[src/rtl/irq_resolver_pkg.sv]
package irq_resolver_pkg;
  localparam int LINES      = 8;
  localparam int IDX_W      = $clog2(LINES);
  localparam int CASC_LINE  = 2;
  typedef logic [LINES-1:0] line_vec_t;
  typedef logic [IDX_W-1:0] line_idx_t;
endpackage

[src/rtl/irq_offset_reg.sv]
module irq_offset_reg #(
  parameter int IDX_W = 3
) (
  input  logic             clk,
  input  logic             rst,
  input  logic             load,
  input  logic [IDX_W-1:0] value,
  output logic [IDX_W-1:0] offset
);
  always_ff @(posedge clk) begin
    if (rst)       offset <= '0;
    else if (load) offset <= value;
  end
endmodule

[src/rtl/irq_prio_find.sv]
// Finds the best (smallest) rotated priority among the set bits of vec.
module irq_prio_find #(
  parameter int LINES = 8,
  localparam int IDX_W = $clog2(LINES)
) (
  input  logic [LINES-1:0] vec,
  input  logic [IDX_W-1:0] offset,
  output logic             found,
  output logic [IDX_W-1:0] prio
);
  logic [LINES-1:0] rot;

  for (genvar g = 0; g < LINES; g++) begin : g_rot
    // Position g in rot holds the line whose priority value is g.
    assign rot[g] = vec[IDX_W'(g) + offset];
  end

  always_comb begin
    found = 1'b0;
    prio  = '0;
    for (int i = LINES - 1; i >= 0; i--) begin
      if (rot[i]) begin
        found = 1'b1;
        prio  = IDX_W'(i);
      end
    end
  end
endmodule

[src/rtl/irq_resolver.sv]
module irq_resolver
  import irq_resolver_pkg::*;
(
  input  logic       clk,
  input  logic       rst,
  input  logic [7:0] req,
  input  logic [7:0] mask,
  input  logic [7:0] insvc,
  input  logic       spec_mask,
  input  logic       nested_mode,
  input  logic       is_master,
  input  logic       rot_load,
  input  logic [2:0] rot_value,
  output logic       win_valid,
  output logic [2:0] win_line,
  output logic       int_out
);
  line_idx_t offset_q;
  line_vec_t pending, cur_set, casc_bit;
  logic      p_found, c_found, win;
  line_idx_t p_prio, c_prio;

  irq_offset_reg #(.IDX_W(IDX_W)) u_offset (
    .clk(clk), .rst(rst), .load(rot_load), .value(rot_value), .offset(offset_q)
  );

  assign pending  = req & ~mask;
  assign casc_bit = line_vec_t'(1) << CASC_LINE;

  always_comb begin
    cur_set = insvc;
    if (spec_mask)                cur_set = cur_set & ~mask;
    if (nested_mode && is_master) cur_set = cur_set & ~casc_bit;
  end

  irq_prio_find #(.LINES(LINES)) u_pend_find (
    .vec(pending), .offset(offset_q), .found(p_found), .prio(p_prio)
  );

  irq_prio_find #(.LINES(LINES)) u_svc_find (
    .vec(cur_set), .offset(offset_q), .found(c_found), .prio(c_prio)
  );

  assign win = p_found && (!c_found || (p_prio < c_prio));

  always_ff @(posedge clk) begin
    if (rst) begin
      win_valid <= 1'b0;
      win_line  <= '0;
      int_out   <= 1'b0;
    end else begin
      win_valid <= win;
      win_line  <= win ? line_idx_t'(p_prio + offset_q) : '0;
      int_out   <= win;
    end
  end
endmodule

[config.mk]
export PLATFORM = sky130hd
export DESIGN_NAME = irq_resolver
export DESIGN_NICKNAME = d
export VERILOG_FILES = /design/src/rtl/irq_resolver_pkg.sv /design/src/rtl/irq_offset_reg.sv /design/src/rtl/irq_prio_find.sv /design/src/rtl/irq_resolver.sv
export SDC_FILE = /design/constraint.sdc
export NUM_CORES = 1
export LEC_CHECK = 0
export BUFFER_PORTS_ARGS = -buffer_cell sky130_fd_sc_hd__buf_2
export CORE_MARGIN = 2
export CORE_UTILIZATION = 40
export CTS_CLUSTER_DIAMETER = 30
export DETAILED_ROUTE_END_ITERATION = 6
export HOLD_SLACK_MARGIN = 0.06
export PLACE_DENSITY = 0.68
export SLEW_MARGIN = 10
export SYNTH_ARGS = -nofsm -noshare
export SYNTH_HDL_FRONTEND = slang
export SYNTH_HIERARCHICAL = 1
export SYNTH_SLANG_ARGS = --single-unit
[constraint.sdc]
create_clock -name clk -period 3.55 [get_ports clk]
set_input_delay 0 -clock clk [delete_from_list [all_inputs] [get_ports clk]]
set_output_delay 0 -clock clk [all_outputs]
set_load 0.01 [all_outputs]
* Yosys cells after proc, flatten, opt, wreduce, memory -nomap -nowiden
Index checks and enable logic that the tools add are counted.
** Cells by class
- Add/sub/neg operators :: 8
- Magnitude comparators :: 9
- Multiplexer cells :: 66
- Bitwise logic cells :: 4
- Reductions and logical operators :: 5
** Operators by type and width (count)
- $mux 3 :: 17
- $bmux 1 s3 :: 16
- $lt 3x4->1 const B :: 8
- $mux 1 :: 32
- $and 8x8->8 :: 2
- $add 3x3->3 const A :: 4
- $mux 8 :: 1
- $not 8->8 :: 1
- $add 2x3->3 const A :: 2
- $add 1x3->3 const A :: 1
- $add 3x3->3 :: 1
- $lt 3x3->1 :: 1
- $logic_and 1x1->1 :: 2
- $reduce_or 2->1 :: 1
- $logic_not 1->1 :: 1
- $logic_or 1x1->1 :: 1
- $not 1->1 :: 1
** Word-level totals
- Register bits :: 7
- Word-level logic and storage cells :: 95

* Depth between registers and ports, before layout
Gate-level depths: netlist (run 1).
- Depth in word-level cells :: 19
- Depth in mapped cells :: 12

* Hierarchy
The synthesis (run 1) kept the hierarchy.
** Modules (own cells, without submodules)
- irq_prio_find :: instances 2, cells an instance 50, area an instance 583.1 sq um, seq. area each 0.0 sq um
- irq_resolver :: instances 1, cells an instance 41, area an instance 364.1 sq um, seq. area each 80.1 sq um
- irq_offset_reg :: instances 1, cells an instance 9, area an instance 101.3 sq um, seq. area each 60.1 sq um

* Worst setup path after synthesis (run 1)
No wires, ideal clock.
- Path type :: reg2reg
- From :: register u_offset.offset[1]
- To :: register win_line[2]
- Setup time :: 0.070 ns
- Data arrival time :: 3.177 ns
- Path slack :: 0.303 ns
- Stages on the path, launching flop included :: 11
- Buffers on the path :: 0
- Period minus slack after synthesis :: 3.247 ns
- Cells stage by stage :: dfxtp_1 -> inv_1 -> ha_1 -> mux4_1 -> or2_1 -> mux4_2 -> a2111oi_2 -> ha_1 -> o21ai_0 -> nand3b_1 -> a21oi_1
** Between the ends
- Cells in the longest elaborated chain, start to end :: 16
** RTL lines
- start, declared :: RTL line irq_offset_reg.sv:8 : output logic [IDX_W-1:0] offset
- start signal, assigned :: RTL line irq_offset_reg.sv:12 : else if (load) offset <= value;
- $add 3x3->3 :: RTL line irq_prio_find.sv:15 : assign rot[g] = vec[IDX_W'(g) + offset];
- $bmux 1 s3 :: RTL line irq_prio_find.sv:15
- $mux 1 (not written as such) :: RTL line irq_prio_find.sv:15
- $mux 3 (7 in series) :: RTL line irq_prio_find.sv:22 : if (rot[i]) begin
- $mux 3 * :: RTL line irq_prio_find.sv:22
- net p_prio[2] :: RTL line irq_resolver.sv:21 : line_idx_t p_prio, c_prio;
- $lt 3x3->1 :: RTL line irq_resolver.sv:44 : assign win = p_found && (!c_found || (p_prio < c_prio));
- $logic_or 1x1->1 :: RTL line irq_resolver.sv:44
- $logic_and 1x1->1 :: RTL line irq_resolver.sv:44
- $not 1->1 (no line)
- $reduce_or 2->1 (no line)
- end signal, assigned :: RTL line irq_resolver.sv:53 : win_line <= win ? line_idx_t'(p_prio + offset_q) : '0;
- end, declared :: RTL line irq_resolver.sv:15 : output logic [2:0] win_line,
The timed path passes the listed nets; every way through them passes the cells marked *. The select of a mux whose other input is x is not followed.
A chain may end at the register's enable or synchronous reset.

* Worst setup path after layout (run 1)
- From :: register u_offset.offset[1]
- To :: register win_line[0]
** Between the ends
- Cells in the longest elaborated chain, start to end :: 16
** RTL lines (RTL line)
- $add 3x3->3 :: irq_prio_find.sv:15
- $bmux 1 s3 :: irq_prio_find.sv:15
- $mux 1 (not written as such) :: irq_prio_find.sv:15
- $mux 3 (7 in series) :: irq_prio_find.sv:22
- $mux 3 * :: irq_prio_find.sv:22
- net c_prio[2] :: irq_resolver.sv:21
- $lt 3x3->1 * :: irq_resolver.sv:44
- $logic_or 1x1->1 * :: irq_resolver.sv:44
- $logic_and 1x1->1 * :: irq_resolver.sv:44
- $not 1->1 (no line) *
- $reduce_or 2->1 (no line) *
Marked as above.

==> flow_metrics.py, run 1 <==
metrics = {
    "outcome": {
        "status": "completed",
    },
    "sta": {
        "fin_crit_sh_pct": 93.7,
        "fin_crit_ns": 3.33,
        "setup-tns-final_ns": 0,
        "drv_slew": 0,
        "fmax_mhz": 301,
        "hold_violations": 0,
        "whs_ns": 0.136,
        "worstMarginPinSlew_ns": 0.555,
        "final-setup-viol-count": 0,
        "slew_headroom_pct": 62.7,
        "rsz0062_at_grt": "false",
        "worst_clock_skew_ns": 0.0134,
    },
    "grt": {
        "overflow": 0,
        "grt_pass1_vias": 1308,
        "grt_use_total_pct": 18.0,
        "antenna_found_initial": 0,
        "grt_pass1_wl_um": 6270,
        "grt_max_degree": 19,
    },
    "clock_tree": {
        "path_clk_slew_ns": 0.05,
        "cts_sinks": 7,
        "cts_setup_buffers": 0,
        "cts_root_buffer": "clkbuf_8",
        "clk_latency_ns": 0.24,
        "cts_buffer_depth": 2,
        "numCtsBuffers": 3,
        "cts_tree": "yes",
        "htreeDepth": 1,
    },
    "placement": {
        "portBuffers": 37,
        "dp_cells": 240,
        "hpwl_um": 3080,
        "globalplace.congestion": 0.760,
    },
    "cells_and_area": {
        "diodes": 0,
        "postLayoutCoreUtil_pct": 50.1,
        "syn2layout_area_growth_pct": 21.9,
        "final_layout_size_suffix_gt1_share_pct": 35.9,
        "stdcell_count": 248,
        "finalNetCount": 240,
    },
    "floorplan": {
        "die_h_um": 67.9,
        "dieArea_um2": 4610,
        "die_w_um": 67.9,
        "initial_core_util_pct": 41.1,
        "core_area_um2": 3970,
        "ioPinCount": 38,
        "row_count": 23,
    },
    "yosys": {
        "syn_area_per_cell_um2": 10.9,
        "syn_area_um2": 1630,
        "synth_top_cell_by_area": "mux4_1",
        "syn_nets": 191,
        "synth_cell_types": 33,
        "yosys_warnings": 6,
        "ys_seq_elements": 7,
        "synth_area_leaders": "mux4_1, dfxtp_1, mux2_2",
        "syn_inst": 150,
        "netlist.area_leader.share_pct": 25.8,
        "synth-seq-area-share_pct": 8.59,
    },
    "setup_path": {
        "slowest_stage": "mux4_2",
        "worstPathCellList": "buf_4 > inv_1 > ha_1 > mux4_1 > or2_1 > mux4_2 > a2111oi_2 > inv_1 > ha_1 > nor4b_4 > o21ai_2 > a21boi_1",
        "start_kind": "flip-flop",
        "crit_required_ns": 3.70,
        "arrival_ns": 3.48,
        "critPathMaxStageDelay_ns": 0.50,
        "crit_type": "flip-flop to flip-flop",
        "endpoint_kind": "flip-flop",
        "cp_max_fo": 6,
    },
    "power": {
        "clockPowerShare_pct": 20.8,
        "comb_power_share_pct": 61.2,
        "swShare_pct": 38.9,
        "seqPwrFrac_pct": 18.0,
        "leakage_nw": 0.866,
        "internal-power_mw": 0.352,
        "powerDensity_nw_per_um2": 290,
        "power_mw": 0.576,
        "vdd_drop_max_mv": 0.110,
        "switching_power_mw": 0.224,
    },
    "drt": {
        "via_per_inst": 5.74,
        "drtPass1Iterations": 4,
        "drt_iter0_markers": 26,
        "drc": 0,
        "avgRoutedWirePerCell_um": 15.5,
        "vias": 1423,
        "finalWirelength_um": 3850,
        "postRouteAntennaNets": 0,
    },
    "run": {
        "cap_violations": 0,
    },
    "min_path": {
        "hp-class": "primary input to flip-flop",
    },
}
==> critical path, delay by kind of cell, from the launching register on <==
kind,cells,cell delay [ns]
buf+inv,3,0.36
simple gates,2,0.55
fa+ha+maj,2,0.59
mux,2,0.90
compound gates,3,0.48
flops,1,0.38
==> cells by family (layout without fill, tap and decap cells) <==
| family | Yosys count | count (layout) | synth area share (%) |
|---|---|---|---|
| simple gates | 53 | 53 | 20.1 |
| buf+inv | 12 | 60 | 3.91 |
| xor+xnor | 6 | 6 | 3.22 |
| fa+ha+maj | 8 | 8 | 6.59 |
| compound gates | 21 | 21 | 9.74 |
| flops | 7 | 7 | 8.59 |
| mux | 43 | 43 | 47.9 |
==> state kept, by name (all words and copies together), names as in the netlist <==
| signal | cells |
|---|---|
| int_out | 1 |
| win_line | 3 |
| u_offset/offset | 3 |
==> layout by cell type (no fill, tap or decap), types with 3 or more instances in the layout <==
cell,n
nor4_1,6
xor2_1,3
inv_1,7
buf_4,8
dfxtp_1,6
ha_1,7
nand2_1,7
mux2_2,12
or2_1,6
clkbuf_8,3
nor4b_1,4
mux2i_1,9
o21ai_0,3
nor2_1,9
nand3b_1,3
mux4_2,6
dlygate4sd3_1,4
xnor2_1,3
mux4_1,16
nor2b_1,9
a21boi_0,7
buf_2,37
==> power groups by stage <==
stage	combinational, mW	clock, mW	sequential [mW]
3_5_place_dp	0.347	0	0.105
3_3_place_gp	0.342	0	0.104
2_1_floorplan	0.254	0	0.115
4_1_cts	0.354	0.123	0.104
5_1_grt	0.392	0.128	0.107
6_report	0.353	0.120	0.104
==> cell usage after synthesis, drive strengths merged <==
| cell type | instances |
|---|---|
| nand3b | 3 |
| mux4 | 22 |
| a21boi | 9 |
| buf | 5 |
| xor2 | 3 |
| mux2 | 12 |
| dfxtp | 7 |
| nor4 | 6 |
| a31oi | 2 |
| or4 | 2 |
| or2 | 8 |
| a21oi | 2 |
| inv | 7 |
| nor3 | 2 |
| nand2 | 7 |
| fa | 1 |
| nor2b | 9 |
| mux2i | 9 |
| o21ai | 4 |
| nor2 | 9 |
| xnor2 | 3 |
| a2111oi | 2 |
| ha | 7 |
| nor4b | 5 |
| a211oi | 2 |
| nand4b | 2 |
==> layer usage <==
| layer | vias to the layer above | global-route usage, % | part of all wire (%) |
|---|---|---|---|
| met3 | 0 | 2.63 | 6.3 |
| met4 | 0 | 2.25 | 0 |
| met1 | 660 | 25.9 | 47 |
| met2 | 55 | 29.5 | 46 |
| li1 | 708 | - | - |
| met5 | - | 0 | 0 |
==> cell type report <==
type                       count  area [um^2]
fill                         370         1980
multi-input combinational    131         1430
timing repair buffer          49          285
sequential                     7          141
tap                           50         62.6
clock buffer                   4         45.0
inverter                       7         26.3
==> per-stage QoR <==
stage / instance area (um^2) / worst slack [ns]
after floorplan: 1630 / 0.303
after global placement: 1900 / 0.290
after detailed placement: 1900 / 0.194
after CTS: 1990 / 0.177
after global routing: 1990 / 0.00131
final: 1990 / 0.222
==> path summary, 6_finish.rpt <==
path	start	endpoint	slack, ns	cells after the start
min reg2reg	u_offset/offset[0]$_SDFFE_PP0P_	u_offset/offset[0]$_SDFFE_PP0P_	0.80	3
max	u_offset/offset[1]$_SDFFE_PP0P_	win_line[0]$_SDFF_PP0_	0.22	12
min	rot_value[0]	u_offset/offset[0]$_SDFFE_PP0P_	0.14	3
max reg2reg	u_offset/offset[1]$_SDFFE_PP0P_	win_line[0]$_SDFF_PP0_	0.22	12
==> what timing repair did <==
item | CTS | global route
hold buffers | 4 | 0
endpoints found under the setup margin | 0 | 3
resized for setup | 0 | 1
endpoints found under the hold margin | 3 | 0
No activity file was read; power rests on OpenSTA's default activity.
==> run 2, diff against run 1 <==
- CTS_CLUSTER_SIZE: unset -> 30
- RECOVER_POWER: unset -> 25
==> run 2 against run 1 <==
Flip-flop and latch count stayed put. Sequential share of layout area hardly changed. First-iteration DRC count stayed put. Final cell count stayed put. Clock skew is 0.0018 ns higher. Via count is 0.35% higher. Hold slack worse by 0.0041 ns. Power hardly changed.
==> flow_metrics.py, run 2 (same netlist as run 1, synthesis figures left out) <==
metrics = {
    "setup_path": {
        "rrSetupSlack_ns": 0.22,
        "crit_type": "flip-flop to flip-flop",
        "crit_required_ns": 3.70,
        "endpoint_kind": "flip-flop",
        "arrival_ns": 3.48,
        "crit_start": "u_offset/offset[1]$_SDFFE_PP0P_",
        "crit_end": "win_line[0]$_SDFF_PP0_",
        "cp_max_fo": 6,
        "start_kind": "flip-flop",
        "reg2reg_depth": 12,
        "regToRegEndpoint": "win_line[0]$_SDFF_PP0_",
        "timing.rr.start": "u_offset/offset[1]$_SDFFE_PP0P_",
    },
    "floorplan": {
        "die_w_um": 67.9,
        "die_h_um": 67.9,
        "ioPinCount": 38,
        "initial_core_util_pct": 41.1,
        "dieArea_um2": 4610,
        "core_area_um2": 3970,
        "row_count": 23,
    },
    "cells_and_area": {
        "syn2layout_area_growth_pct": 21.7,
        "stdcell_count": 248,
        "postLayoutCoreUtil_pct": 50.0,
        "finalNetCount": 240,
        "final_layout_size_suffix_gt1_share_pct": 34.8,
        "final_area_um2": 1990,
        "fillers": 371,
        "final_common_cell": "buf_2",
        "reg_top3": "u_offset/offset: 3 flops, win_line: 3 flops, int_out: 1 flops",
        "regArea_um2": 141,
        "multi_input_area_um2": 1430,
        "final_cell_mix": "buf_2, mux4_1, mux2_2",
        "diodes": 0,
    },
    "drt": {
        "via_per_inst": 5.76,
        "avgRoutedWirePerCell_um": 15.5,
        "drc": 0,
        "drtPass1Iterations": 4,
        "finalWirelength_um": 3850,
        "vias": 1428,
        "postRouteAntennaNets": 0,
        "drt_iter0_markers": 26,
    },
    "sta": {
        "fin_crit_sh_pct": 93.7,
        "worst_slack_ns": 0.222,
        "fin_crit_ns": 3.33,
        "worst_clock_skew_ns": 0.0151,
        "final-setup-viol-count": 0,
        "fmax_mhz": 301,
        "hold_violations": 0,
        "worstMarginPinSlew_ns": 0.555,
        "slew_headroom_pct": 62.7,
        "drv_slew": 0,
        "setup-tns-final_ns": 0,
        "rsz0062_at_grt": "false",
    },
    "clock_tree": {
        "cts_root_buffer": "clkbuf_8",
        "cts_setup_buffers": 0,
        "clk_latency_ns": 0.24,
        "htreeDepth": 1,
        "cts_sinks": 7,
        "path_clk_slew_ns": 0.05,
        "numCtsBuffers": 3,
        "cts_buffer_depth": 2,
        "cts_tree": "yes",
    },
    "power": {
        "powerDensity_nw_per_um2": 290,
        "leakage_nw": 0.857,
        "vdd_drop_max_mv": 0.109,
    },
    "run": {
        "cap_violations": 0,
    },
    "placement": {
        "dp_slack_ns": 0.194,
        "hpwl_um": 3080,
        "globalplace.congestion": 0.760,
        "portBuffers": 37,
        "place_area_um2": 1900,
        "dp_cells": 240,
    },
    "grt": {
        "overflow": 0,
        "grt_max_degree": 19,
        "grt_pass1_vias": 1308,
        "grt_use_total_pct": 18.0,
        "antenna_found_initial": 0,
        "grt_pass1_wl_um": 6270,
    },
    "min_path": {
        "hp-class": "primary input to flip-flop",
    },
    "outcome": {
        "status": "completed",
    },
}
-- run 2: cell types whose count changed in the layout (fill, tap and decap cells not counted) --
| cell | before | now |
|---|---|---|
| buf_2 | 37 | 35 |
| clkbuf_1 | 1 | 3 |
-- run 2: critical path, cell delays in order (launching register included) --
cell       delay [ns]
dfxtp_1          0.38
buf_4            0.18
inv_1            0.09
ha_1             0.36
mux4_1           0.40
or2_1            0.26
mux4_2           0.50
a2111oi_2        0.22
inv_1            0.09
ha_1             0.23
nor4b_4          0.29
o21ai_2          0.12
a21boi_1         0.14
-- run 2: worst min path at each step --
stage | cells after the start | end | slack (ns) | from
final | 3 | u_offset/offset[0]$_SDFFE_PP0P_ | 0.13 | rot_value[0]
after CTS | 3 | u_offset/offset[0]$_SDFFE_PP0P_ | 0.13 | rot_value[0]
after global placement | 3 | u_offset/offset[1]$_SDFFE_PP0P_ | 0.25 | rot_value[1]
after floorplan | 1 | u_offset/offset[0]$_SDFFE_PP0P_ | 0.07 | rst
after global routing | 3 | u_offset/offset[0]$_SDFFE_PP0P_ | 0.16 | rot_value[0]
after detailed placement | 3 | u_offset/offset[1]$_SDFFE_PP0P_ | 0.27 | rot_value[1]
-- run 2: through the flow --
stage | hold slack, ns | power (mW)
after floorplan | 0.0724 | 0.370
after global placement | 0.245 | 0.446
after detailed placement | 0.267 | 0.453
after CTS | 0.132 | 0.581
after global routing | 0.156 | 0.625
final | 0.132 | 0.576
-- run 2: final cells by class --
cell class              instances  area share [%]
multi-input cells             131            71.9
repair buffers                 49            14.2
flip-flops and latches          7            7.12
well taps                      50            3.15
clock buffers                   4            2.27
inverters                       7            1.32
-- run 2: what timing repair did --
action | CTS | global route
resized for setup | 0 | 1
setup endpoints to repair | 0 | 3
hold endpoints to repair | 3 | 0
hold buffers | 4 | 0
-- run 2: power by group --
| group | internal, mW | leakage [nW] | switching (mW) |
|---|---|---|---|
| registers | 0.0959 | 0.0580 | 0.00793 |
| clock network | 0.0784 | 0.0228 | 0.0425 |
| logic | 0.176 | 0.777 | 0.175 |
| total | 0.350 | 0.857 | 0.226 |
-- run 2: metal layers --
| metal | wire length (um) | vias to the layer above | track usage [%] |
|---|---|---|---|
| met5 | 0 | - | 0 |
| met1 | 1800 | 659 | 25.9 |
| met2 | 1790 | 61 | 29.5 |
| li1 | - | 708 | - |
| met4 | 0 | 0 | 2.25 |
| met3 | 262 | 0 | 2.63 |
==> run 3, diff against run 2 <==
- CORE_UTILIZATION: 40 -> 45
- CTS_BUF_LIST: unset -> sky130_fd_sc_hd__clkbuf_16
- PLACE_DENSITY: 0.68 -> 0.75
==> run 3 against run 2 <==
Hold slack worse by 0.037 ns. First-iteration DRC count is 110% higher. Maximum frequency is 1.4% higher. Clock power is 58% higher. Sequential share of layout area is 0.062 points lower. Power is 13% higher. Cell area is 0.88% higher. Final cell count is 2.8% lower. Via count is 2.0% higher. Wire length is 1.9% lower. Non-clock buffer count is 3 lower. Critical path type unchanged.
==> flow_metrics.py, run 3 (same netlist as run 1, synthesis figures left out) <==
metrics = {
    "outcome": {
        "status": "completed",
    },
    "sta": {
        "fmax_mhz": 305,
        "hold_violations": 0,
        "fin_crit_sh_pct": 92.4,
        "rsz0062_at_grt": "false",
        "fin_crit_ns": 3.28,
        "worstMarginPinSlew_ns": 0.552,
        "setup-tns-final_ns": 0,
        "drv_slew": 0,
        "worst_clock_skew_ns": 0.00184,
        "final-setup-viol-count": 0,
        "slew_headroom_pct": 62.9,
        "whs_ns": 0.0952,
    },
    "placement": {
        "portBuffers": 37,
        "dp_cells": 233,
        "hpwl_um": 3050,
        "globalplace.congestion": 0.918,
    },
    "setup_path": {
        "crit_required_ns": 3.71,
        "cp_max_fo": 13,
        "reg2reg_depth": 11,
        "start_kind": "flip-flop",
        "crit_type": "flip-flop to flip-flop",
        "endpoint_kind": "flip-flop",
        "crit_end": "win_line[0]$_SDFF_PP0_",
        "crit_start": "u_offset/offset[0]$_SDFFE_PP0P_",
        "timing.rr.start": "u_offset/offset[0]$_SDFFE_PP0P_",
        "regToRegEndpoint": "win_line[0]$_SDFF_PP0_",
        "arrival_ns": 3.44,
        "rrSetupSlack_ns": 0.27,
    },
    "clock_tree": {
        "clk_latency_ns": 0.23,
        "cts_buffer_depth": 2,
        "cts_sinks": 7,
        "cts_setup_buffers": 0,
        "cts_root_buffer": "clkbuf_16",
        "numCtsBuffers": 3,
        "path_clk_slew_ns": 0.04,
        "cts_tree": "yes",
        "htreeDepth": 1,
    },
    "cells_and_area": {
        "syn2layout_area_growth_pct": 22.8,
        "fillers": 316,
        "diodes": 0,
        "postLayoutCoreUtil_pct": 58.6,
        "finalNetCount": 237,
        "reg_top3": "u_offset/offset: 3 flops, win_line: 3 flops, int_out: 1 flops",
        "final_common_cell": "buf_2",
        "final_cell_mix": "buf_2, mux4_1, mux2_2",
        "stdcell_count": 241,
        "final_layout_size_suffix_gt1_share_pct": 33.8,
    },
    "grt": {
        "grt_pass1_vias": 1479,
        "grt_use_total_pct": 19.8,
        "grt_max_degree": 20,
        "grt_pass1_wl_um": 6550,
        "antenna_found_initial": 0,
        "overflow": 0,
    },
    "drt": {
        "finalWirelength_um": 3770,
        "avgRoutedWirePerCell_um": 15.7,
        "vias": 1457,
        "drc": 0,
        "postRouteAntennaNets": 0,
        "drtPass1Iterations": 4,
        "via_per_inst": 6.05,
        "drt_iter0_markers": 54,
    },
    "floorplan": {
        "core_area_um2": 3420,
        "die_w_um": 64.2,
        "row_count": 21,
        "die_h_um": 64.2,
        "initial_core_util_pct": 47.8,
        "dieArea_um2": 4120,
        "ioPinCount": 38,
    },
    "power": {
        "vdd_drop_max_mv": 0.108,
        "leakage_nw": 0.852,
        "powerDensity_nw_per_um2": 325,
        "power_mw": 0.652,
    },
    "min_path": {
        "hp-class": "primary input to flip-flop",
    },
    "run": {
        "cap_violations": 0,
    },
}
==> run 3: cell count changes in the layout (fill, tap and decap cells not counted), sizes merged <==
cell	previous run	this run
buf	43	39
inv	7	8
==> run 3: per-stage QoR <==
step | worst slack (ns) | instance area [um^2]
2_1_floorplan | 0.303 | 1630
3_3_place_gp | 0.258 | 1870
3_5_place_dp | 0.0261 | 1870
4_1_cts | 0.0156 | 1990
5_1_grt | 0.0446 | 2000
6_report | 0.268 | 2000
==> run 3: routing by layer <==
| layer | GRT usage, % | share of wire [%] |
|---|---|---|
| met3 | 1.41 | 4.2 |
| met1 | 24.7 | 44 |
| met5 | 0 | 0 |
| met4 | 6.12 | 1.3 |
| met2 | 36.2 | 51 |
==> run 3: power by group <==
group / switching (mW) / internal [mW]
sequential: 0.00828 / 0.0962
combinational: 0.180 / 0.177
clock: 0.0440 / 0.147
total: 0.232 / 0.419
==> run 3: critical path, cell delays in order (launching register included) <==
cell and delay (ns):
dfxtp_2 0.37, buf_6 0.19, inv_1 0.06, ha_1 0.36, mux4_2 0.39, or2_1 0.25, mux4_2 0.52, a2111oi_4 0.29
ha_1 0.29, o21ai_0 0.15, nand3b_1 0.16, a21boi_1 0.18
==> run 3: final cells by class <==
| type | instances | area [um^2] | area share, % |
|---|---|---|---|
| flip-flops and latches | 7 | 141 | 7.06 |
| inverters | 7 | 26.3 | 1.31 |
| well taps | 46 | 57.6 | 2.87 |
| repair buffers | 46 | 263 | 13.1 |
| clock buffers | 3 | 75.1 | 3.75 |
| multi-input cells | 131 | 1440 | 71.7 |
| clock inverters | 1 | 3.75 | 0.187 |
==> run 3: how the worst min path moves through the flow <==
stage                       startpoint                         endpoint  depth (start not counted)
after global routing          rot_load  u_offset/offset[1]$_SDFFE_PP0P_                          3
after CTS                     rot_load  u_offset/offset[0]$_SDFFE_PP0P_                          3
after detailed placement           rst  u_offset/offset[0]$_SDFFE_PP0P_                          2
after floorplan                    rst  u_offset/offset[0]$_SDFFE_PP0P_                          1
after global placement    rot_value[1]  u_offset/offset[1]$_SDFFE_PP0P_                          3
final                         rot_load  u_offset/offset[1]$_SDFFE_PP0P_                          3
==> run 3: what timing repair did <==
action | CTS | global route
hold buffers | 4 | 0
hold endpoints to repair | 3 | 0
resized for setup | 0 | 4
endpoints found under the setup margin | 0 | 4
